--- config.mk ---
export PLATFORM = sky130hd
export DESIGN_NAME = blk_lock_regfile
export DESIGN_NICKNAME = d
export VERILOG_FILES = /design/src/rtl/blk_lock_pkg.sv /design/src/rtl/blk_lock_reg.sv /design/src/rtl/blk_lock_decode.sv /design/src/rtl/blk_lock_gate.sv /design/src/rtl/blk_lock_regfile.sv
export SDC_FILE = /design/constraint.sdc
export NUM_CORES = 1
export LEC_CHECK = 0
export ABC_AREA = 1
export BUFFER_PORTS_ARGS = -buffer_cell sky130_fd_sc_hd__clkbuf_2
export CAP_MARGIN = 5
export CORE_UTILIZATION = 48
export DETAILED_ROUTE_END_ITERATION = 10
export PLACE_DENSITY = 0.87
export SYNTH_ARGS = -nofsm -noshare
export SYNTH_HDL_FRONTEND = slang
export SYNTH_SLANG_ARGS = --single-unit
--- constraint.sdc ---
create_clock -name clk_i -period 1.2 [get_ports clk_i]
set_clock_uncertainty 0.1 [all_clocks]
set_input_delay 0.12 -clock clk_i [delete_from_list [all_inputs] [get_ports clk_i]]
set_output_delay 0.12 -clock clk_i [all_outputs]
set_load 0.1 [all_outputs]
--- src/rtl/blk_lock_pkg.sv ---
package blk_lock_pkg;
  typedef struct packed {
    logic rlock;  // bit 2
    logic ldown;  // bit 1
    logic wlock;  // bit 0
  } lock_t;
  localparam int LOCK_W = 3;
endpackage

--- src/rtl/blk_lock_reg.sv ---
module blk_lock_reg
  import blk_lock_pkg::*;
(
  input  logic        clk_i,
  input  logic        rst_ni,
  input  logic        wr_en_i,
  input  logic [2:0]  wdata_i,
  output lock_t       lock_o
);
  lock_t lock_q;

  always_ff @(posedge clk_i or negedge rst_ni) begin
    if (!rst_ni) begin
      lock_q <= '0;
    end else if (wr_en_i) begin
      lock_q.rlock <= wdata_i[2];
      // lock-down freezes bits 1:0 until reset
      if (!lock_q.ldown) begin
        lock_q.ldown <= wdata_i[1];
        lock_q.wlock <= wdata_i[0];
      end
    end
  end

  assign lock_o = lock_q;
endmodule

--- src/rtl/blk_lock_decode.sv ---
module blk_lock_decode #(
  parameter int ADDR_W    = 19,
  parameter int BLK_SHIFT = 16,
  parameter int NUM_BLKS  = 8,
  localparam int SEL_W    = $clog2(NUM_BLKS)
) (
  input  logic [ADDR_W-1:0] addr_i,
  output logic [SEL_W-1:0]  idx_o
);
  logic unused_addr;
  assign unused_addr = ^addr_i;
  assign idx_o = addr_i[BLK_SHIFT +: SEL_W];
endmodule

--- src/rtl/blk_lock_gate.sv ---
module blk_lock_gate
  import blk_lock_pkg::*;
#(
  parameter int DATA_W = 8
) (
  input  logic              bus_mode_i,
  input  logic              acc_valid_i,
  input  logic              acc_write_i,
  input  lock_t             lock_i,
  input  logic [DATA_W-1:0] mem_rdata_i,
  output logic              rd_ok_o,
  output logic [DATA_W-1:0] rd_data_o,
  output logic              wr_ok_o
);
  logic rd_req, wr_req, rd_block, wr_block;

  always_comb begin
    rd_req   = acc_valid_i && !acc_write_i;
    wr_req   = acc_valid_i &&  acc_write_i;
    rd_block = bus_mode_i && lock_i.rlock;
    wr_block = bus_mode_i && lock_i.wlock;
    rd_ok_o  = rd_req && !rd_block;
    wr_ok_o  = wr_req && !wr_block;
    rd_data_o = rd_block ? '0 : mem_rdata_i;
  end
endmodule

--- src/rtl/blk_lock_regfile.sv ---
module blk_lock_regfile
  import blk_lock_pkg::*;
#(
  parameter int NUM_BLKS  = 8,
  parameter int ADDR_W    = 19,
  parameter int BLK_SHIFT = 16,
  parameter int DATA_W    = 8,
  localparam int SEL_W    = $clog2(NUM_BLKS)
) (
  input  logic              clk_i,
  input  logic              rst_ni,
  input  logic              bus_mode_i,
  input  logic [SEL_W-1:0]  reg_sel_i,
  input  logic              reg_we_i,
  input  logic [DATA_W-1:0] reg_wdata_i,
  output logic [DATA_W-1:0] reg_rdata_o,
  input  logic              acc_valid_i,
  input  logic [ADDR_W-1:0] acc_addr_i,
  input  logic              acc_write_i,
  input  logic [DATA_W-1:0] mem_rdata_i,
  output logic              rd_ok_o,
  output logic [DATA_W-1:0] rd_data_o,
  output logic              wr_ok_o
);
  lock_t               lock_q [NUM_BLKS];
  logic [NUM_BLKS-1:0] rlock_q, ldown_q, wlock_q;
  logic [SEL_W-1:0]    acc_idx;
  logic                unused_wdata;

  assign unused_wdata = ^reg_wdata_i[DATA_W-1:LOCK_W];

  for (genvar b = 0; b < NUM_BLKS; b++) begin : g_blk
    logic wr_en;
    assign wr_en = reg_we_i && bus_mode_i && (reg_sel_i == SEL_W'(b));
    blk_lock_reg u_reg (
      .clk_i  (clk_i),
      .rst_ni (rst_ni),
      .wr_en_i(wr_en),
      .wdata_i(reg_wdata_i[LOCK_W-1:0]),
      .lock_o (lock_q[b])
    );
    assign rlock_q[b] = lock_q[b].rlock;
    assign ldown_q[b] = lock_q[b].ldown;
    assign wlock_q[b] = lock_q[b].wlock;
  end

  assign reg_rdata_o = {{(DATA_W-LOCK_W){1'b0}}, lock_q[reg_sel_i]};

  blk_lock_decode #(
    .ADDR_W(ADDR_W), .BLK_SHIFT(BLK_SHIFT), .NUM_BLKS(NUM_BLKS)
  ) u_dec (
    .addr_i(acc_addr_i),
    .idx_o (acc_idx)
  );

  blk_lock_gate #(.DATA_W(DATA_W)) u_gate (
    .bus_mode_i (bus_mode_i),
    .acc_valid_i(acc_valid_i),
    .acc_write_i(acc_write_i),
    .lock_i     (lock_q[acc_idx]),
    .mem_rdata_i(mem_rdata_i),
    .rd_ok_o    (rd_ok_o),
    .rd_data_o  (rd_data_o),
    .wr_ok_o    (wr_ok_o)
  );
endmodule

==> results.md <==
* Run status: complete, but fails checks
* Violated checks: design-rule violations, negative setup slack
* Final HPWL DP at 3234 µm
* R2r worst-path depth at 6
* Routed vias at 1833
* Netlist cell types at 20
* Worst hold path endpoint: g_blk[2].u_reg.lock_o[0]$_DFFE_PN0P_
* Port Buffer Count at 35
* Lkg Pwr at 1.236 nW
* Synth Area in Adders at 0%
* Hold_ws at 128.9 ps
* Total GRT Usage at 32.18%
* Multiplexer area fraction after synthesis at 0%
* CTS Buf Count at 3
* Startpoint Class: flop
* Share of cells above drive strength 1 at 46.28%
* Die Y at 57.63 µm
* XOR/XNOR Fraction of Synth Area at 0%
* Power per standard cell area at 1094 nW/µm²
* Fillcell total at 149
* Nets at 341
* Total power at 2.681 mW
* Io pins at 62
* CTS root buf: clkbuf_4
* Drt via density at 5.606
* Final wirelength at 5354 µm
* Simple-Gate Fraction of Synth Area at 33.95%
* Synth-to-Final Area Change at 65.04%
* Worst rel slew slack at 60.35%
* Initial antenna violation count at 0
* CTS tree: done
* Core area at 2853 µm²
* Largest family of logic cells by synthesized area: simple AND/OR/NAND/NOR gates
* Fmax at 544.3 MHz
* Hold-critical path depth at 3
* Drt first pass iters at 8
* CP endpoint kind: output pin
* Die area at 3321 µm²
* Syn Area/Cell at 6.690 µm²
* Grt ovf at 0
* Synth Warn # at 0
* Worst Slack Setup Final at -637.2 ps
* Clock Path Buffers at 2
* Count of final setup violators at 13
* Sinks on Clock Net at 24
* Detail Route Antenna Nets at 0
* Core Util, Final at 85.92%
* Drc violations at 7
* Endpoint arrival time on the critical path at 1620 ps
* Slew Limit Fails at 0
* Fin crit share at 153.1%
* Clock slew at reported path FFs at 140 ps
* Internal reg-to-reg setup slack at 30 ps
* Worst min-delay path category: in -> reg
* RSZ-0062 raised after global routing: yes
* Global-route wire length before repair at 8086 µm
* Pin count of the biggest net entering global routing at 25
* Crit-path max FO at 2
* Peak supply drop at 0.7969 mV
* # rows at 19
* Starting Density at 52.06%
* H-Tree Depth at 1
* Data required time of the worst path at 980 ps
* Hold Path Origin: reg_wdata_i[0]
* Number of max-cap violations at 0
* Fin. Hold Viols at 0
* Worst-Margin Slew at 594.7 ps
* Max reg flops at 24
* Sequential share of the synthesized area at 40.44%
* Sum of negative setup slack at -7220 ps
* ANT cells at 0
* Kind of critical path: reg -> out
* Complex-gate fraction of the synthesized area at 10.03%
* Critical R2R Launch: g_blk[3].u_reg.lock_o[1]$_DFFE_PN0P_
* Die Wd at 57.63 µm
* Reg2Reg Capture Point: g_blk[3].u_reg.lock_o[0]$_DFFE_PN0P_
* Routed length per instance at 16.37 µm
* Seq cells post-synth at 24
* Final min period at 1837 ps
* Placer Congestion at 0.9080
* Post-Synthesis Cells at 222
* Iter 0 DRT Violations at 150
* Vias in the first global route at 1836
* Clk_lat worst skew at 330 ps
* Post-Syn Area at 1485 µm²
## worst max path at each step
| stage | cells after the start | endpoint | startpoint | slack, ps |
|---|---|---|---|---|
| finish | 7 | reg_rdata_o[2] | g_blk[6].u_reg.lock_o[2]$_DFFE_PN0P_ | -640 |
| global route | 8 | rd_data_o[3] | g_blk[6].u_reg.lock_o[2]$_DFFE_PN0P_ | -650 |
| CTS | 8 | rd_data_o[1] | g_blk[2].u_reg.lock_o[2]$_DFFE_PN0P_ | -550 |
| detailed placement | 10 | rd_data_o[1] | acc_addr_i[16] | -220 |
| global placement | 9 | rd_data_o[4] | acc_addr_i[16] | -180 |
| floorplan | 7 | rd_data_o[0] | g_blk[7].u_reg.lock_o[2]$_DFFE_PN0P_ | -240 |
## cell usage after synthesis
cell type	n	share of area [%]
nand3_4	1	1.2
inv_2	5	1.3
nand4_1	3	1.3
nand2_2	1	0.42
conb_1	1	0.25
inv_4	1	0.42
dfrtp_1	24	40
o21ai_0	5	1.7
buf_4	5	2.5
o2111ai_1	2	1.2
nor2_2	2	0.84
buf_6	1	0.76
inv_1	41	10
nor2_1	3	0.76
o21ai_1	20	6.7
nand3_2	2	1.3
o22ai_1	1	0.42
nor2_4	1	0.76
nand2_1	87	22
nand3_1	16	5.4
## area by class of cell
type,instances,area (µm²),area share [%]
Multi-Input combinational cell,150,872.1,35.58
Timing Repair Buffer,71,670.6,27.36
Sequential cell,24,600.6,24.50
Inverter,47,216.5,8.831
Tap cell,31,38.79,1.582
Clock inverter,1,30.03,1.225
Clock buffer,3,22.52,0.9188
## power by group
group / total [mW] / switching [mW] / internal [mW]
registers: 0.905 / 0.0408 / 0.865
clock network: 0.606 / 0.268 / 0.338
logic: 1.17 / 0.746 / 0.423
## layout by cell type (no fill, tap or decap), types with 4 or more instances in the layout
cell / n
dfrtp_1: 24
nand3_2: 4
clkinvlp_4: 10
nand2_4: 8
buf_12: 13
nand2_2: 19
conb_1: 5
nand2_1: 61
o21ai_1: 20
buf_6: 6
inv_1: 27
nand3_4: 5
buf_4: 27
inv_2: 9
nand3_1: 11
clkbuf_2: 22
## worst max-delay path, stage by stage, from the launching register on
cell	delay (ps)
dfrtp_1	420
buf_4	140
buf_6	110
nand2_2	50
nand4_1	160
nand2_2	160
nand2_4	70
buf_12	160
## repair_timing
action | CTS | global route
endpoints found under the setup margin | 13 | 15
pin swaps | 6 | 16
hold buffers | 3 | 0
endpoints found under the hold margin | 26 | 0
cloned | 0 | 1
setup buffers | 5 | 4
gates resized for setup | 17 | 41
## metal layers
layer | GRT usage [%] | wire, µm | share of wire [%] | vias to the layer above
met1 | 37.66 | 1835 | 34 | 843
met4 | 18.12 | 209 | 3.9 | 0
met5 | 0 | 0 | 0 | -
met3 | 4.464 | 543 | 10 | 24
li1 | - | - | - | 827
met2 | 56.64 | 2766 | 52 | 139
## stage by stage
step / setup WS (ps) / cell area [µm²] / instances
after CTS: -547.3 / 2316 / 328
after global placement: -175.5 / 2146 / 316
after detailed placement: -220.3 / 2146 / 316
final: -637.2 / 2451 / 327
after global routing: -650.8 / 2451 / 327
after floorplan: -237.7 / 1560 / 226
## kinds of logic (layout without fill, tap and decap cells)
family | count (synthesis) | in the layout
simple gates | 116 | 117
buf+inv | 53 | 122
compound gates | 28 | 28
flops | 24 | 24
other cells | 1 | 5
Note: power is estimated with default switching activity, not from simulation.
